==> config.mk <==
export PLATFORM = sky130hd
export DESIGN_NAME = acc_add_unit
export DESIGN_NICKNAME = d
export VERILOG_FILES = /design/src/rtl/acc_add_pkg.sv /design/src/rtl/acc_add_decode.sv /design/src/rtl/acc_add_addr.sv /design/src/rtl/acc_add_alu.sv /design/src/rtl/acc_add_unit.sv
export SDC_FILE = /design/constraint.sdc
export NUM_CORES = 1
export LEC_CHECK = 0
export ABC_AREA = 1
export BUFFER_PORTS_ARGS = -buffer_cell sky130_fd_sc_hd__buf_2
export CORE_ASPECT_RATIO = 1.75
export CORE_MARGIN = 8
export CORE_UTILIZATION = 40
export DETAILED_ROUTE_END_ITERATION = 12
export PLACE_DENSITY = 0.71
export SKIP_LAST_GASP = 1
export SYNTH_ARGS = -nofsm -noshare
export SYNTH_HDL_FRONTEND = slang
export SYNTH_SLANG_ARGS = --single-unit
export TNS_END_PERCENT = 1
==> constraint.sdc <==
create_clock -name clk -period 5.65 [get_ports clk]
set_clock_uncertainty 0.2 [all_clocks]
set_input_delay 0.565 -clock clk [delete_from_list [all_inputs] [get_ports clk]]
set_output_delay 0.565 -clock clk [all_outputs]
set_load 0.01 [all_outputs]
==> src/rtl/acc_add_pkg.sv <==
package acc_add_pkg;

    typedef enum logic [2:0] {
        ST_IDLE,
        ST_DECODE,
        ST_READ,
        ST_PROCESS,
        ST_WRITE
    } state_t;

    typedef enum logic [1:0] {
        OP_NONE,
        OP_LIT,
        OP_REG
    } op_t;

    // bit order on the flags port: {n, ov, z, dc, c}
    typedef struct packed {
        logic n;
        logic ov;
        logic z;
        logic dc;
        logic c;
    } flags_t;

    localparam int FLAG_W = 5;

endpackage

==> src/rtl/acc_add_decode.sv <==
module acc_add_decode
    import acc_add_pkg::*;
#(
    parameter int         INSTR_W = 16,
    parameter logic [7:0] LIT_PAT = 8'h0F,
    parameter logic [5:0] REG_PAT = 6'b001001
) (
    input  logic [INSTR_W-1:0] ir,
    output op_t                op,
    output logic               dest_mem,
    output logic               use_bsr,
    output logic [7:0]         field
);
    localparam int TOP = INSTR_W - 1;

    always_comb begin
        op = OP_NONE;
        if (ir[TOP -: 8] == LIT_PAT) begin
            op = OP_LIT;
        end else if (ir[TOP -: 6] == REG_PAT) begin
            op = OP_REG;
        end
    end

    assign dest_mem = ir[9];
    assign use_bsr  = ir[8];
    assign field    = ir[7:0];

endmodule

==> src/rtl/acc_add_addr.sv <==
module acc_add_addr #(
    parameter int                DATA_W    = 8,
    parameter int                BANK_W    = 4,
    parameter logic [DATA_W-1:0] ACC_SPLIT = 8'h60
) (
    input  logic [DATA_W-1:0]        field,
    input  logic                     use_bsr,
    input  logic [BANK_W-1:0]        bsr,
    output logic [BANK_W+DATA_W-1:0] addr
);
    localparam logic [BANK_W-1:0] LOW_BANK  = '0;
    localparam logic [BANK_W-1:0] HIGH_BANK = '1;

    always_comb begin
        if (use_bsr) begin
            addr = {bsr, field};
        end else if (field < ACC_SPLIT) begin
            addr = {LOW_BANK, field};
        end else begin
            addr = {HIGH_BANK, field};
        end
    end

endmodule

==> src/rtl/acc_add_alu.sv <==
module acc_add_alu
    import acc_add_pkg::*;
#(
    parameter int DATA_W = 8
) (
    input  logic [DATA_W-1:0] a,
    input  logic [DATA_W-1:0] b,
    output logic [DATA_W-1:0] sum,
    output flags_t            flg
);
    localparam int NIB = DATA_W / 4;
    localparam int MSB = DATA_W - 1;

    logic [NIB:0] cy;
    assign cy[0] = 1'b0;

    // nibble ripple chain: nibble 0 carry gives the half-carry flag
    for (genvar i = 0; i < NIB; i++) begin : g_nib
        logic [4:0] part;
        assign part            = {1'b0, a[4*i +: 4]} + {1'b0, b[4*i +: 4]} + {4'b0, cy[i]};
        assign sum[4*i +: 4]   = part[3:0];
        assign cy[i+1]         = part[4];
    end

    always_comb begin
        flg.c  = cy[NIB];
        flg.dc = cy[1];
        flg.n  = sum[MSB];
        flg.z  = ~|sum;
        flg.ov = (a[MSB] == b[MSB]) && (sum[MSB] != a[MSB]);
    end

endmodule

==> src/rtl/acc_add_unit.sv <==
module acc_add_unit
    import acc_add_pkg::*;
#(
    parameter int DATA_W  = 8,
    parameter int BANK_W  = 4,
    parameter int INSTR_W = 16
) (
    input  logic                     clk,
    input  logic                     rst_n,
    input  logic                     exec_i,
    input  logic [INSTR_W-1:0]       instr_i,
    input  logic [BANK_W-1:0]        bsr_i,
    output logic                     rf_rd_en_o,
    output logic [BANK_W+DATA_W-1:0] rf_rd_addr_o,
    input  logic [DATA_W-1:0]        rf_rd_data_i,
    output logic                     rf_wr_en_o,
    output logic [BANK_W+DATA_W-1:0] rf_wr_addr_o,
    output logic [DATA_W-1:0]        rf_wr_data_o,
    output logic [DATA_W-1:0]        w_o,
    output logic [FLAG_W-1:0]        flags_o,
    output logic                     busy_o,
    output logic                     done_o,
    output logic                     bad_op_o
);
    localparam int ADDR_W = BANK_W + DATA_W;

    state_t              state_q, state_d;
    logic [INSTR_W-1:0]  ir_q;
    logic [DATA_W-1:0]   w_q;
    flags_t              flags_q;
    logic [DATA_W-1:0]   res_q;
    flags_t              res_flg_q;

    op_t                 op;
    logic                dest_mem;
    logic                use_bsr;
    logic [7:0]          field;
    logic [ADDR_W-1:0]   addr;
    logic [DATA_W-1:0]   operand;
    logic [DATA_W-1:0]   sum;
    flags_t              sum_flg;

    acc_add_decode #(.INSTR_W(INSTR_W)) u_dec (
        .ir       (ir_q),
        .op       (op),
        .dest_mem (dest_mem),
        .use_bsr  (use_bsr),
        .field    (field)
    );

    acc_add_addr #(.DATA_W(DATA_W), .BANK_W(BANK_W)) u_addr (
        .field   (field),
        .use_bsr (use_bsr),
        .bsr     (bsr_i),
        .addr    (addr)
    );

    assign operand = (op == OP_LIT) ? field : rf_rd_data_i;

    acc_add_alu #(.DATA_W(DATA_W)) u_alu (
        .a   (w_q),
        .b   (operand),
        .sum (sum),
        .flg (sum_flg)
    );

    // state register
    always_ff @(posedge clk) begin
        if (!rst_n) begin
            state_q <= ST_IDLE;
        end else begin
            state_q <= state_d;
        end
    end

    // next state
    always_comb begin
        state_d = state_q;
        unique case (state_q)
            ST_IDLE:    if (exec_i) state_d = ST_DECODE;
            ST_DECODE:  state_d = (op == OP_NONE) ? ST_IDLE : ST_READ;
            ST_READ:    state_d = ST_PROCESS;
            ST_PROCESS: state_d = ST_WRITE;
            ST_WRITE:   state_d = ST_IDLE;
            default:    state_d = ST_IDLE;
        endcase
    end

    // datapath registers
    always_ff @(posedge clk) begin
        if (!rst_n) begin
            ir_q      <= '0;
            w_q       <= '0;
            flags_q   <= '0;
            res_q     <= '0;
            res_flg_q <= '0;
        end else begin
            if (state_q == ST_IDLE && exec_i) begin
                ir_q <= instr_i;
            end
            if (state_q == ST_PROCESS) begin
                res_q     <= sum;
                res_flg_q <= sum_flg;
            end
            if (state_q == ST_WRITE) begin
                flags_q <= res_flg_q;
                if (op == OP_LIT || (op == OP_REG && !dest_mem)) begin
                    w_q <= res_q;
                end
            end
        end
    end

    // outputs
    always_comb begin
        busy_o     = 1'b0;
        done_o     = 1'b0;
        bad_op_o   = 1'b0;
        rf_rd_en_o = 1'b0;
        rf_wr_en_o = 1'b0;
        unique case (state_q)
            ST_IDLE:    ;
            ST_DECODE: begin
                busy_o   = 1'b1;
                bad_op_o = (op == OP_NONE);
            end
            ST_READ: begin
                busy_o     = 1'b1;
                rf_rd_en_o = (op == OP_REG);
            end
            ST_PROCESS: busy_o = 1'b1;
            ST_WRITE: begin
                busy_o     = 1'b1;
                done_o     = 1'b1;
                rf_wr_en_o = (op == OP_REG) && dest_mem;
            end
            default: ;
        endcase
    end

    assign rf_rd_addr_o = addr;
    assign rf_wr_addr_o = addr;
    assign rf_wr_data_o = res_q;
    assign w_o          = w_q;
    assign flags_o      = flags_q;

endmodule

==> Yosys cells after proc, flatten, opt, wreduce, memory -nomap -nowiden <==
Cells that the tools add are included.
{ "totals": {"wordCells": 54, "regBits": 45, "out_inout_bits": 50, "input_bits": 31} }
{ "op_classes": {"n_eq_ne": 11, "order_cmp": 1, "n_mux": 13, "n_addsub": 3, "reduce_logical": 12} }
{ "op_table": {"columns": ["cell", "count"], "rows": [
  ["two-way mux 12 bit", 2],
  ["one-hot mux 3 bit (4 select lines)", 1],
  ["adder 4 x 4 -> 5 bit", 2],
  ["equality test 8 x 4 -> 1 bit, second input constant", 1],
  ["less-than comparator 8 x 7 -> 1 bit, second input constant", 1],
  ["two-way mux 8 bit", 1],
  ["OR reduction 8 bit", 1],
  ["equality test 3 x 2 -> 1 bit, second input constant", 2],
  ["equality test 6 x 4 -> 1 bit, second input constant", 1],
  ["two-way mux 2 bit", 3],
  ["adder 5 x 1 -> 5 bit", 1],
  ["two-way mux 1 bit", 5],
  ["logical AND 1 bit", 4],
  ["OR reduction 4 bit", 1],
  ["equality test 3 x 1 -> 1 bit, second input constant", 1],
  ["equality test 3 bit, second input constant", 1],
  ["zero test 3 bit", 1],
  ["two-way mux 3 bit", 1],
  ["equality test 2 x 1 -> 1 bit, second input constant", 1],
  ["equality test 2 bit, second input constant", 1],
  ["zero test 1 bit", 2],
  ["zero test 2 bit", 1],
  ["inequality test 2 bit, second input constant", 1],
  ["AND reduction 2 bit", 1],
  ["3 further kinds", 3]
]} }

==> Depth between registers and ports, before layout <==
{ "logic_depth": {"word_depth": 9, "ltp_mapped": 23, "depth_no_buf": 21} }

==> Hierarchy <==
Synthesis repeated with hierarchy kept, for this count alone.
{ "unflattened": {"cells_unflattened": 344, "area_unflattened_um2": 2516.2} }
{ "by_module_without_submodules": {"columns": ["module", "seq_area_each_um2", "cells_per_inst", "n_inst", "area_each_um2"], "rows": [
  ["acc_add_unit", 900.9, 241, 1, 1911.8],
  ["acc_add_alu", 0.0, 57, 1, 359.1],
  ["acc_add_decode", 0.0, 25, 1, 133.9],
  ["acc_add_addr", 0.0, 21, 1, 111.4]
]} }

==> Worst setup path before layout <==
OpenSTA, ideal clock, no wires.
{ "synth_path": {"kind": "flip-flop to flip-flop", "start": "register ir_q[14]", "end": "register res_flg_q[2] (netlist bit)", "t_required_ns": 5.383, "arrival_ns": 3.291, "setup_ns": 0.067, "stages_incl_launch_ff": 21, "period_less_slack_ns": 3.558, "slack_ns": 2.092, "n_path_buf": 2, "path_cell_list": "dfxtp_1 -> nor2_1 -> inv_1 -> nor2_1 -> nand2_1 -> buf_2 -> buf_2 -> nand2_1 -> o21ai_0 -> ha_1 -> fa_1 -> nand2_1 -> nand2_1 -> a21oi_1 -> inv_1 -> fa_1 -> fa_1 -> or2_1 -> nor2_1 -> nand3_1 -> a21oi_2"} }
{ "synth_rtl": {"columns": ["element", "line_no", "text"], "rows": [
  ["start: declaration", "acc_add_unit.sv:28", "logic [INSTR_W-1:0] ir_q;"],
  ["start signal: assignment", "acc_add_unit.sv:99", "ir_q <= instr_i;"],
  ["end signal: assignment", "acc_add_unit.sv:103", "res_flg_q <= sum_flg;"],
  ["end: declaration", "acc_add_unit.sv:32", "flags_t res_flg_q;"]
]} }

==> metrics <==
run status complete, no violations; Sw Ratio around a quarter; io pins 81; first-pass iteration count of the detailed router 4; htree depth 2; first-pass GRT wire length 9520 um; compound-gate portion of the synthesized area between 10% and 20%; half-perimeter wire length after placement 4600 um; GR Overflow Total 0; Leak 1.35 nW; # nets final 401; Synth Net Count between 300 and 400; number of synthesized flops with an enable pin 0; FF+latch area 881 um2; Setup Buffers After CTS 0; CTS clk-pin slew, worst paths 0.09 ns; CTS Buf Count 5; buffers added on ports 80; Least-Margin Pin Slew 0.994 ns; DIE AREA 8350 um2; detailed-route DRC error count 0; count of different cell masters after synthesis 25; TritonCTS clock tree built; worst min path class reg -> reg; WS Path Type reg -> reg; cell count after synthesis 304; antenna-violating nets left 0; synth warn 0; GPL Wtd Cong 0.847; non-filler instance count after layout ~440; area taken by multi-input logic gates 1010 um2; vias in the first global route 2055; synthesis-to-finish area growth 17.9%; max frequency 0.259 GHz; endpoint kind of the worst setup timing path flip-flop; minimum clock period slightly below 4 ns; VDD IR max 0.000136 V; net switching power 0.000168 W; final worst slack 1.79 ns; largest net degree at the start of global routing 33; max-slew violation count 0; Hold Slack 0.253 ns; Placed Instances 429; largest family of logic cells by synthesized area simple AND/OR/NAND/NOR gates; Final Hold Vio Count 0; Max-Cap Viols 0; Setup TNS Final 0 ns; core area 5500 um2; post-cts resize count 0; Internal Power between 0.0004 and 0.0005 W; mux share of post-synthesis cell area 0%; dpl ws roughly 1.8 ns; Avg Cell Area, Syn 7.38 um2; DRT Wirelength 5910 um; Starting Density 40.8%; Seq pwr share roughly 50%; chip width 72.6 um; Comb pwr share 12.7%; buffers from clock root to sink, at most 2; Avg WL per Cell ~14 um; cell row count 36; initial antenna violation count 0; Vias/cell 4.79; crit share post-route 68.4%; GRT Overall Usage 14.2%; data required time at the worst endpoint roughly 5.7 ns; # diodes 0; root buf cell clkbuf_8; CP Max Fanout 20; max_slew headroom 33.5%; Hold Buf Count CTS 0; pwr dens between 200 and 250 nW/um2; Synth Flop Type dfxtp_1; Async SR Flop Fraction 0%; later-pin clock latency in the skew report 0.30 ns; vias post-DR 2093; crit start category flip-flop; Die Y 115 um; RSZ-0062 raised after global routing no; Starting DRT DRC Count 85; post-synthesis simple-gate area fraction 20.7%; clock network power share ~37%; Worst EP arrival 3.91 ns; adder-cell area share of the yosys netlist 6.58%; Setup Viol. Count Final 0; number of synthesized register bits 44; fill cell count 592; fraction of layout cells with a size suffix above 1 25.8%; sequential share of the synthesized area 39.3%; Post-Synth XOR/XNOR Area 0%; synthesized cell area 2240 um2; CTS Sinks 44
-- through the flow --
step	power, W	area, um2	util [%]
global placement	0.000416	2530	46.1
floorplan	0.000398	2240	-
CTS	0.000659	2640	48.1
global route	0.000683	2640	48.1
finish	0.000651	2640	48.1
detailed placement	0.000418	2530	46.1
-- state kept, by name, summed over array words and instances, names as in the netlist --
signal and flops:
flags_o 5, w_o 8, res_flg_q 4, ir_q 16, rf_wr_data_o 8, state_q 3
-- layout by cell type (no fill, tap or decap) --
master and n:
nor3_4 1, nor2_1 22, clkinvlp_4 1, o211a_1 1
fa_1 3, inv_1 36, nor3b_1 1, buf_4 1
nand3b_1 1, clkinv_2 1, a21oi_2 1, nand4_1 3
or2_1 1, a21oi_1 34, bufinv_16 1, dfxtp_1 44
buf_2 80, nand2_1 55, ha_1 7, o21ai_0 38
nor3_1 3, o211ai_1 2, a211oi_1 1, nand2_2 1
nand3_4 1, nand3_1 16, clkbuf_8 5
-- power groups by stage --
stage	clock [W]	sequential (W)	combinational, W
4_1_cts	0.000248	0.000327	0.0000837
6_report	0.000242	0.000327	0.0000824
5_1_grt	0.000260	0.000329	0.0000937
3_5_place_dp	0	0.000335	0.0000831
3_3_place_gp	0	0.000334	0.0000819
2_1_floorplan	0	0.000334	0.0000647
-- kinds of logic after synthesis --
group | count (synthesis)
simple gates | 105
compound gates | 77
buf+inv | 68
flops | 44
fa+ha+maj | 10
-- per-layer routing --
layer | up-vias | wire length [um] | track usage, %
li1 | 1082 | - | -
met1 | 929 | 2370 | 15.0
met2 | 72 | 2920 | 24.8
met3 | 10 | 482 | 4.10
met4 | 0 | 133 | 6.85
met5 | - | 0 | 0
-- worst paths after layout --
kind | from | to | slack (ns) | cells past startpoint
min | ir_q[15] | ir_q[15] | 0.25 | 2
max reg2reg | ir_q[14] | res_flg_q[2] | 1.79 | 18
max | ir_q[14] | res_flg_q[2] | 1.79 | 18
min reg2reg | ir_q[15] | ir_q[15] | 0.25 | 2
-- critical path: stages, from the launching register on --
cell and delay (ns):
dfxtp_1 0.32, nor2_1 0.16, inv_1 0.06, nor2_1 0.09, nand2_1 0.32, nand2_1 0.14, o21ai_0 0.09, ha_1 0.23
fa_1 0.39, nand2_1 0.11, nand2_1 0.05, a21oi_1 0.16, inv_1 0.07, fa_1 0.40, fa_1 0.45, or2_1 0.26
nor2_1 0.11, nand3_1 0.09, a21oi_2 0.11
-- area by class of cell --
class                           count  area share [%]
Timing Repair Buffer               81            15.4
Multi-Input combinational cell    192            38.3
Clock inverter                      3            1.61
Clock buffer                        5            2.60
Tap cell                           76            3.60
Sequential cell                    44            33.3
Inverter                           36            5.11
-- synth_stat cells, types with 2 or more instances --
cell / number / area share, %
nand2_1: 55 / 9.2
dfxtp_1: 44 / 39
o21ai_0: 38 / 8.5
inv_1: 36 / 6.0
a21oi_1: 34 / 7.6
buf_4: 23 / 7.7
nor2_1: 22 / 3.7
nand3_1: 16 / 3.6
ha_1: 7 / 3.9
buf_2: 4 / 0.89
clkbuf_1: 4 / 0.67
fa_1: 3 / 2.7
nand4_1: 3 / 0.84
nor3_1: 3 / 0.67
o211ai_1: 2 / 0.67
(Power assumes the default switching activity.)
